===== src/rtl/booth_pkg.sv =====
package booth_pkg;

  // Multiple of the multiplicand chosen by the recoder
  typedef enum logic [2:0] {
    MUL_ZERO = 3'd0,
    MUL_POS1 = 3'd1,
    MUL_POS2 = 3'd2,
    MUL_NEG1 = 3'd3,
    MUL_NEG2 = 3'd4
  } mult_e;

  // Three-bit overlapping window {P1, P0, Pm1}
  function automatic mult_e recode_r4(input logic [2:0] win);
    case (win)
      3'b001, 3'b010: return MUL_POS1;
      3'b011:         return MUL_POS2;
      3'b100:         return MUL_NEG2;
      3'b101, 3'b110: return MUL_NEG1;
      default:        return MUL_ZERO;
    endcase
  endfunction

  // Two-bit pair {P0, Pm1}
  function automatic mult_e recode_r2(input logic [1:0] pair);
    case (pair)
      2'b01:   return MUL_POS1;
      2'b10:   return MUL_NEG1;
      default: return MUL_ZERO;
    endcase
  endfunction

endpackage


===== src/rtl/booth_recoder.sv =====
module booth_recoder
  import booth_pkg::*;
(
  input  logic       one_bit,
  input  logic [2:0] win,
  output mult_e      sel
);
  always_comb begin
    if (one_bit) sel = recode_r2(win[1:0]);
    else         sel = recode_r4(win);
  end
endmodule


===== src/rtl/booth_pp_gen.sv =====
module booth_pp_gen
  import booth_pkg::*;
#(
  parameter int EW = 16
) (
  input  logic [EW-1:0] mcand,
  input  mult_e         sel,
  output logic [EW+1:0] pp
);
  localparam int AW = EW + 2;

  logic [AW-1:0] m1, m2;

  // Sign-extended multiplicand and its left-shifted double
  assign m1 = {{2{mcand[EW-1]}}, mcand};
  assign m2 = {mcand[EW-1], mcand, 1'b0};

  always_comb begin
    case (sel)
      MUL_POS1: pp = m1;
      MUL_POS2: pp = m2;
      MUL_NEG1: pp = ~m1 + AW'(1);
      MUL_NEG2: pp = ~m2 + AW'(1);
      default:  pp = '0;
    endcase
  end
endmodule


===== src/rtl/booth_shift_step.sv =====
module booth_shift_step #(
  parameter int EW = 16
) (
  input  logic          one_bit,
  input  logic [EW+1:0] acc,
  input  logic [EW-1:0] low,
  input  logic          pm1,
  input  logic [EW+1:0] pp,
  output logic [EW+1:0] acc_n,
  output logic [EW-1:0] low_n,
  output logic          pm1_n
);
  localparam int AW = EW + 2;

  logic [AW-1:0] sum;
  assign sum = acc + pp;

  always_comb begin
    if (one_bit) begin
      acc_n = {sum[AW-1], sum[AW-1:1]};
      low_n = {sum[0], low[EW-1:1]};
      pm1_n = low[0];
    end else begin
      acc_n = {{2{sum[AW-1]}}, sum[AW-1:2]};
      low_n = {sum[1:0], low[EW-1:2]};
      pm1_n = low[1];
    end
  end
endmodule


===== src/rtl/booth_seq_mul.sv =====
module booth_seq_mul
  import booth_pkg::*;
#(
  parameter int WIDTH = 16
) (
  input  logic               clk,
  input  logic               rst_n,
  input  logic               start,
  input  logic               one_bit_mode,
  input  logic [WIDTH-1:0]   mcand,
  input  logic [WIDTH-1:0]   mplier,
  output logic               busy,
  output logic               done,
  output logic [2*WIDTH-1:0] product
);
  localparam int EW   = WIDTH + (WIDTH % 2);
  localparam int AW   = EW + 2;
  localparam int IT4  = EW / 2;
  localparam int IT2  = EW;
  localparam int CW   = $clog2(IT2 + 1);
  localparam int HIGH = 2 * WIDTH - EW;

  logic [EW-1:0] mc_ext, mp_ext;

  generate
    if (WIDTH % 2 == 1) begin : g_odd
      assign mc_ext = {mcand[WIDTH-1], mcand};
      assign mp_ext = {mplier[WIDTH-1], mplier};
    end else begin : g_even
      assign mc_ext = mcand;
      assign mp_ext = mplier;
    end
  endgenerate

  logic [EW-1:0] mcand_q;
  logic [AW-1:0] acc_q, acc_n, pp;
  logic [EW-1:0] low_q, low_n;
  logic          pm1_q, pm1_n;
  logic          mode_q;
  logic [CW-1:0] cnt_q;
  mult_e         sel;

  // Named events for the checker
  logic accept, last_step;
  assign accept    = start && !busy;
  assign last_step = busy && (cnt_q == '0);

  booth_recoder u_rec (
    .one_bit (mode_q),
    .win     ({low_q[1], low_q[0], pm1_q}),
    .sel     (sel)
  );

  booth_pp_gen #(.EW(EW)) u_pp (
    .mcand (mcand_q),
    .sel   (sel),
    .pp    (pp)
  );

  booth_shift_step #(.EW(EW)) u_step (
    .one_bit (mode_q),
    .acc     (acc_q),
    .low     (low_q),
    .pm1     (pm1_q),
    .pp      (pp),
    .acc_n   (acc_n),
    .low_n   (low_n),
    .pm1_n   (pm1_n)
  );

  // Final product drops the guard bits
  logic [2*WIDTH-1:0] prod_n;
  assign prod_n = {acc_n[HIGH-1:0], low_n};

  always_ff @(posedge clk) begin
    if (!rst_n) begin
      busy    <= 1'b0;
      done    <= 1'b0;
      product <= '0;
      mcand_q <= '0;
      acc_q   <= '0;
      low_q   <= '0;
      pm1_q   <= 1'b0;
      mode_q  <= 1'b0;
      cnt_q   <= '0;
    end else begin
      done <= 1'b0;
      if (accept) begin
        mcand_q <= mc_ext;
        acc_q   <= '0;
        low_q   <= mp_ext;
        pm1_q   <= 1'b0;
        mode_q  <= one_bit_mode;
        cnt_q   <= one_bit_mode ? CW'(IT2 - 1) : CW'(IT4 - 1);
        busy    <= 1'b1;
      end else if (busy) begin
        acc_q <= acc_n;
        low_q <= low_n;
        pm1_q <= pm1_n;
        cnt_q <= cnt_q - CW'(1);
        if (last_step) begin
          busy    <= 1'b0;
          done    <= 1'b1;
          product <= prod_n;
        end
      end
    end
  end

endmodule


===== config.mk =====
export PLATFORM = sky130hd
export DESIGN_NAME = booth_seq_mul
export DESIGN_NICKNAME = d
export VERILOG_FILES = /design/src/rtl/booth_pkg.sv /design/src/rtl/booth_recoder.sv /design/src/rtl/booth_pp_gen.sv /design/src/rtl/booth_shift_step.sv /design/src/rtl/booth_seq_mul.sv
export SDC_FILE = /design/constraint.sdc
export NUM_CORES = 1
export LEC_CHECK = 0
export BUFFER_PORTS_ARGS = -buffer_cell sky130_fd_sc_hd__buf_4
export CAP_MARGIN = 25
export CORE_AREA = 8 8 112 165
export CTS_CLUSTER_SIZE = 28
export DETAILED_ROUTE_END_ITERATION = 10
export DIE_AREA = 0 0 120 173
export PLACE_DENSITY = 0.56
export SLEW_MARGIN = 5
export SYNTH_ARGS = -nofsm -noshare
export SYNTH_HDL_FRONTEND = slang
export SYNTH_SLANG_ARGS = --single-unit
export TNS_END_PERCENT = 100

===== constraint.sdc =====
create_clock -name clk -period 5.2 [get_ports clk]
set_input_delay 0.26 -clock clk [delete_from_list [all_inputs] [get_ports clk]]
set_output_delay 0.26 -clock clk [all_outputs]
set_load 0.02 [all_outputs]

== Word level (Yosys, flattened, before mapping) ==
Cells that the tools add are included.

* Flip-flop bits (word level): 90
* Input port bits: 36
* Output and inout port bits: 34
* Logic and storage cells: 56

* Add/sub/neg operators: 4
* Equal/unequal tests: 12
* Mux-type cells: 16
* Bitwise logic cells: 5
* Reduce and logical (&&, ||, !) cells: 10

{| class="wikitable"
|+ Operator list
! kind !! count
|-
| $pmux W18 S4 || 1
|-
| $mux W16 || 4
|-
| $add A18 B1 Y18 const B || 2
|-
| $not A18 Y18 || 2
|-
| $add A18 B18 Y18 || 1
|-
| $eq A3 B2 Y1 const B || 4
|-
| $eq A3 B3 Y1 const B || 4
|-
| $pmux W3 S4 || 1
|-
| $mux W5 || 2
|-
| $eq A3 B1 Y1 const B || 2
|-
| $reduce_or A2 Y1 || 3
|-
| $logic_not A5 Y1 || 1
|-
| $mux W1 || 5
|-
| $sub A5 B1 Y5 const B || 1
|-
| $mux W4 || 1
|-
| $pmux W2 S2 || 1
|-
| $mux W3 || 1
|-
| $not A1 Y1 || 3
|-
| $reduce_and A3 Y1 || 1
|-
| $reduce_or A3 Y1 || 1
|-
| $eq A2 B1 Y1 const B || 1
|-
| $eq A2 B2 Y1 const B || 1
|-
| $logic_and A1 B1 Y1 || 2
|-
| $reduce_bool A2 Y1 || 1
|-
| $logic_not A1 Y1 || 1
|}

== Longest topological paths before layout ==
* Depth after elaboration: 10
* Gate-level depth with buffers: 19
* Mapped depth without buffers: 17

== By module ==
A second synthesis with hierarchy kept.

* Cell total of the unflattened synthesis: 627
* Area, all modules: 5,552.8 um^2

{| class="wikitable"
|+ By module, submodules not included
! module !! instances !! cells each !! area each (um^2) !! sequential area each (um^2)
|-
| booth_seq_mul || 1 || 315 || 3,263.1 || 1,821.7
|-
| booth_shift_step || 1 || 166 || 1,310.0 || 0.0
|-
| booth_pp_gen || 1 || 134 || 867.1 || 0.0
|-
| booth_recoder || 1 || 12 || 112.6 || 0.0
|}

== Least setup slack after synthesis ==
No wires, ideal clock.

* Kind: flip-flop to flip-flop
* Start point: reg mcand_q[0]
* End point: reg acc_q[15]
* Library setup time: 0.126 ns
* Arrival time: 4.224 ns
* Data required time: 5.074 ns
* Slack: 0.850 ns
* Stages on the path, launching flop included: 20
* Path buffers: 2
* Period minus slack after synthesis: 4.350 ns
* Cells stage by stage: dfxtp_1 inv_1 ha_1 or4b_4 buf_6 or4_4 or3_4 or4b_1 o21ai_1 a22oi_1 o21ai_1 ha_1 clkbuf_1 nand2_1 nor2_1 nand2_1 a21oi_1 or4b_2 nand4_1 o21ai_0

* Longest elaborated chain between the ends: 5
* Elaborated cells between the ends (all ways): 7
* Those cells by class: add/sub: 3; mux: 2; bitwise: 2

{| class="wikitable"
|+ Ends and longest elaborated chain
! element !! RTL line !! text
|-
| start, declared || booth_seq_mul.sv:35 || <nowiki>logic [EW-1:0] mcand_q;</nowiki>
|-
| start signal, assigned || booth_seq_mul.sv:89 || <nowiki>mcand_q <= mc_ext;</nowiki>
|-
| $not A18 Y18 (on tied branches) || booth_pp_gen.sv:22, booth_pp_gen.sv:23 ||
|-
| $add A18 B1 Y18 (on tied branches) || booth_pp_gen.sv:22, booth_pp_gen.sv:23 ||
|-
| $pmux W18 S4 * || booth_pp_gen.sv:19 || <nowiki>case (sel)</nowiki>
|-
| $add A18 B18 Y18 * || booth_shift_step.sv:16 || <nowiki>assign sum = acc + pp;</nowiki>
|-
| $mux W16 * || booth_shift_step.sv:19 || <nowiki>if (one_bit) begin</nowiki>
|-
| end signal, assigned || booth_seq_mul.sv:97 || <nowiki>acc_q <= acc_n;</nowiki>
|-
| end, declared || booth_seq_mul.sv:36 || <nowiki>logic [AW-1:0] acc_q, acc_n, pp;</nowiki>
|}

Mark *: on every way between the ends. The rest lies on a longest branch, timed or not.
A chain may end at the register's enable or synchronous reset.

== Worst setup path after layout ==
* Start point: reg low_q[0]
* End point: reg acc_q[14]

* Longest elaborated chain between the ends: 8
* Elaborated cells between the ends (all ways): 20
* Those cells by class: add/sub: 1; eq/ne: 12; mux: 5; reduce/logical: 2

{| class="wikitable"
|+ Ends and longest elaborated chain
! element !! RTL line !! text
|-
| start, declared || booth_seq_mul.sv:37 || <nowiki>logic [EW-1:0] low_q, low_n;</nowiki>
|-
| start signal, assigned || booth_seq_mul.sv:91 || <nowiki>low_q <= mp_ext;</nowiki>
|-
| start signal, assigned || booth_seq_mul.sv:98 || <nowiki>low_q <= low_n;</nowiki>
|-
| $eq A3 B3 Y1, or another cell as far along || booth_pkg.sv:14 || <nowiki>case (win)</nowiki>
|-
| $reduce_or A2 Y1 || booth_pkg.sv:14 ||
|-
| $pmux W3 S4 || booth_pkg.sv:14 ||
|-
| $mux W3 * || booth_recoder.sv:9 || <nowiki>if (one_bit) sel = recode_r2(win[1:0]);</nowiki>
|-
| $eq A3 B3 Y1, or another cell as far along || booth_pp_gen.sv:19 ||
|-
| $pmux W18 S4 * || booth_pp_gen.sv:19 ||
|-
| $add A18 B18 Y18 * || booth_shift_step.sv:16 ||
|-
| $mux W16 * || booth_shift_step.sv:19 ||
|}

Marked as above.

==> impl_results.md <==
- Critical Path Start: low_q[0]
- Hold WC Path Type: in -> reg
- # setup viols final: 0
- DP HPWL: around 12000 um
- Max Fclk: approximately 0.21 GHz
- Worst skew pair latency: 0.35 ns
- CTS root buf: clkbuf_16
- Clock Tree Buf Depth: 2
- Core area: between 0.015 and 0.02 mm2
- DR WL/cell: 16.9 um
- Share of cells above drive strength 1: between 10% and 20%
- Via count: about 5200
- Drt drc: 0
- CP top delay family: compound AO/OA/AOI/OAI gates
- Max-Cap Viols: 0
- Fin nets: between 700 and 800
- Layout filler cell count: approximately 1600
- Final Cycle Share: about nine tenths
- Die Y-Extent: around 170 um
- Seq/Total Area, Yosys: around 33%
- Vias per cell: roughly 5.6
- Total nets after synthesis: 760
- Critical path class: reg -> reg
- Power, Total: about 2.0 mW
- Area Growth Syn to Fin: 17.1%
- WP data required: approximately 5.4 ns
- Vias in the first global route: 5309
- CTS H-tree lvls: 3
- #FFs+latches synth: 90
- Clock skew: between 0.007 and 0.008 ns
- Drt pass-1 iters: 5
- Synth top area share: 32.7%
- Crit Reg-Reg Endpoint: acc_q[14]
- Main synth FF type: dfxtp_1
- Layout Utilization: between 40% and 50%
- Reg2reg setup slack: 0.45 ns
- DRT iter0 DRCs: roughly 240
- Num CTS Buffers: 9
- WP buf/inv: 2
- GRT Overall Usage: roughly 15%
- Unrepaired setup endpoints after global routing: no
- Power density cells: ~310 mW/mm2
- Worst Tran Pin Value: 0.863 ns
- Reg2reg start: low_q[0]
- Ports: 70
- Max VDD drop: ~0.14 mV
- Run status: complete, no violations
- Slowest cell on crit path: o311ai_0
- Setup TNS Final: 0 ns
- Antenna violations before repair: 0
- Distinct cells, synth: 60
- Max-slew headroom: a little over two fifths
- Post-layout minimum cycle time: 4.75 ns
- Starting density of the core: approximately a third
- Final hold vios: 0
- Crit path capture: acc_q[14]
- CP cell instances: inv_1 > ha_1 > nor3b_1 > o31ai_2 > nand2_1 > buf_4 > o311ai_0 > ha_1 > a2111oi_0 > o21a_1 > or4_1 > a21oi_1 > or3_1 > a311oi_1 > a21oi_1
- First-pass GRT wire length: between 20000 and 30000 um
- Clock transition at path regs: about 0.080 ns
- Slew Limit Fails: 0
- Die width: between 100 and 150 um
- Crit end category: flip-flop
- Routed Antenna Nets: 0
- Routed wire length: approximately 16000 um
- Number of cell rows: 57
- CP peak stage delay: roughly 0.61 ns
- Max FO, Critical Path: 17
- Synthesized area per cell: ~7.9 um2
- Leakage: 2.48 nW
- Maximum number of pins on one net before global-route repair: 80
- Number of synthesized flops with an enable pin: 0
- Cell accounting for the most synthesized area: dfxtp_1
- Largest cells by area after synthesis: dfxtp_1 (33%), a211oi_1 (8.9%), ha_1 (5.7%)
- Full die area: slightly above 0.02 mm2
- ANT cells: 0
- Most frequent cell after synthesis: dfxtp_1
- Asr flop ratio synth: 0%
- Worst hold margin: ~0.16 ns
- CP Launch Type: flip-flop
- Multi-input logic area: roughly 0.0034 mm2
- Critical Path AT: 4.95 ns
- Register area: between 0.0015 and 0.002 mm2
- WP depth: 15
- Synthesized area: ~0.0055 mm2
- Grt total ovfl: 0
- Yosys Warn Count: 0
- # port buffers: 69
- Cell count after synthesis: roughly 700
- Post-Place Cells: just over 900
- CTS tree: done
- Sink Count: 90
- Most instantiated cells after synthesis: dfxtp_1 (90), nand2_1 (76), a211oi_1 (65), nor2_1 (63), a21oi_1 (59)
- Reg2Reg Depth: 15
- RePlAce Congestion: 0.889
- Fin cells: between 900 and 1000
-- per-layer routing --
layer  share of wire (%)  wire, um  up-vias  global-route usage [%]
met5                   0         0        -                       0
met4                 2.2       352        0                    6.22
met1                  43      6830     2476                    17.7
li1                    -         -     2631                       -
met3                 4.1       653       19                    3.13
met2                  51      8090      119                    27.2
-- logic make-up after synthesis --
kind of cell / after synthesis / synth area share [%]
AOI/OAI and AO/OA: 246 / 29.2
xor gates and xnor gates: 17 / 2.71
adders and majority gates: 26 / 6.05
buffers and inverters: 69 / 5.05
DFF: 90 / 32.7
muxes: 28 / 5.09
and+or+nand+nor: 222 / 19.1
-- stage by stage --
stage	setup slack, ns	instance area, um2
after floorplan	0.850	5500
after global placement	0.554	6120
after detailed placement	0.297	6120
after CTS	0.272	6420
after global routing	0.0176	6440
final	0.453	6440
-- worst register-to-register path, cell delays in order, from the launching register on --
cell	delay, ns
dfxtp_1	0.35
inv_1	0.14
ha_1	0.29
nor3b_1	0.11
o31ai_2	0.53
nand2_1	0.10
buf_4	0.22
o311ai_0	0.61
ha_1	0.41
a2111oi_0	0.45
o21a_1	0.23
or4_1	0.20
a21oi_1	0.11
or3_1	0.32
a311oi_1	0.41
a21oi_1	0.12
-- registers in the layout, summed over array words and instances, names as in the netlist --
| name | count |
|---|---|
| mcand_q | 16 |
| low_q | 16 |
| acc_q | 17 |
| product | 32 |
| cnt_q | 5 |
| busy | 1 |
| mode_q | 1 |
| done | 1 |
| pm1_q | 1 |
-- worst min-delay path by stage --
stage | startpoint | to | slack (ns) | cells after the start
2_1_floorplan | mcand[2] | mcand_q[2] | 0.40 | 2
3_3_place_gp | cnt_q[4] | cnt_q[4] | 0.46 | 2
3_5_place_dp | product[22] | product[22] | 0.46 | 2
4_1_cts | mcand[2] | mcand_q[2] | 0.15 | 3
5_1_grt | mcand[11] | mcand_q[11] | 0.15 | 3
6_report | mcand[2] | mcand_q[2] | 0.16 | 3
-- repair_timing --
action	in CTS	in global routing
endpoints found under the setup margin	0	2
resized for setup	0	2
setup buffers	0	0
hold buffers	0	0
-- final cells by class --
cell class	count	share of cell area (%)
timing repair buffer	78	9.28
sequential	90	28.0
tap	206	4.00
clock inverter	7	1.16
multi-input combinational	539	53.2
clock buffer	9	3.49
inverter	15	0.874
-- layout by cell type, fill, tap and decap left out, types with 8 or more instances in the layout --
cell	synthesis	final
a211oi_1	65	65
a21oi_1	59	59
buf_4	0	77
clkbuf_16	0	9
dfxtp_1	90	88
ha_1	25	25
inv_1	15	14
mux2i_1	28	28
nand2_1	76	76
nand2b_1	8	8
nand3_1	9	9
nor2_1	63	63
nor2b_1	19	19
nor3_1	12	12
o21a_1	10	10
o21ai_0	51	50
xor2_1	10	10
-- power by group --
| group | leakage, nW | internal (mW) | switching (mW) |
|---|---|---|---|
| clock | 0.147 | 0.339 | 0.320 |
| sequential | 0.738 | 0.742 | 0.0492 |
| combinational | 1.59 | 0.227 | 0.344 |
| total | 2.48 | 1.31 | 0.713 |
Power figures use the tool's default switching activity.
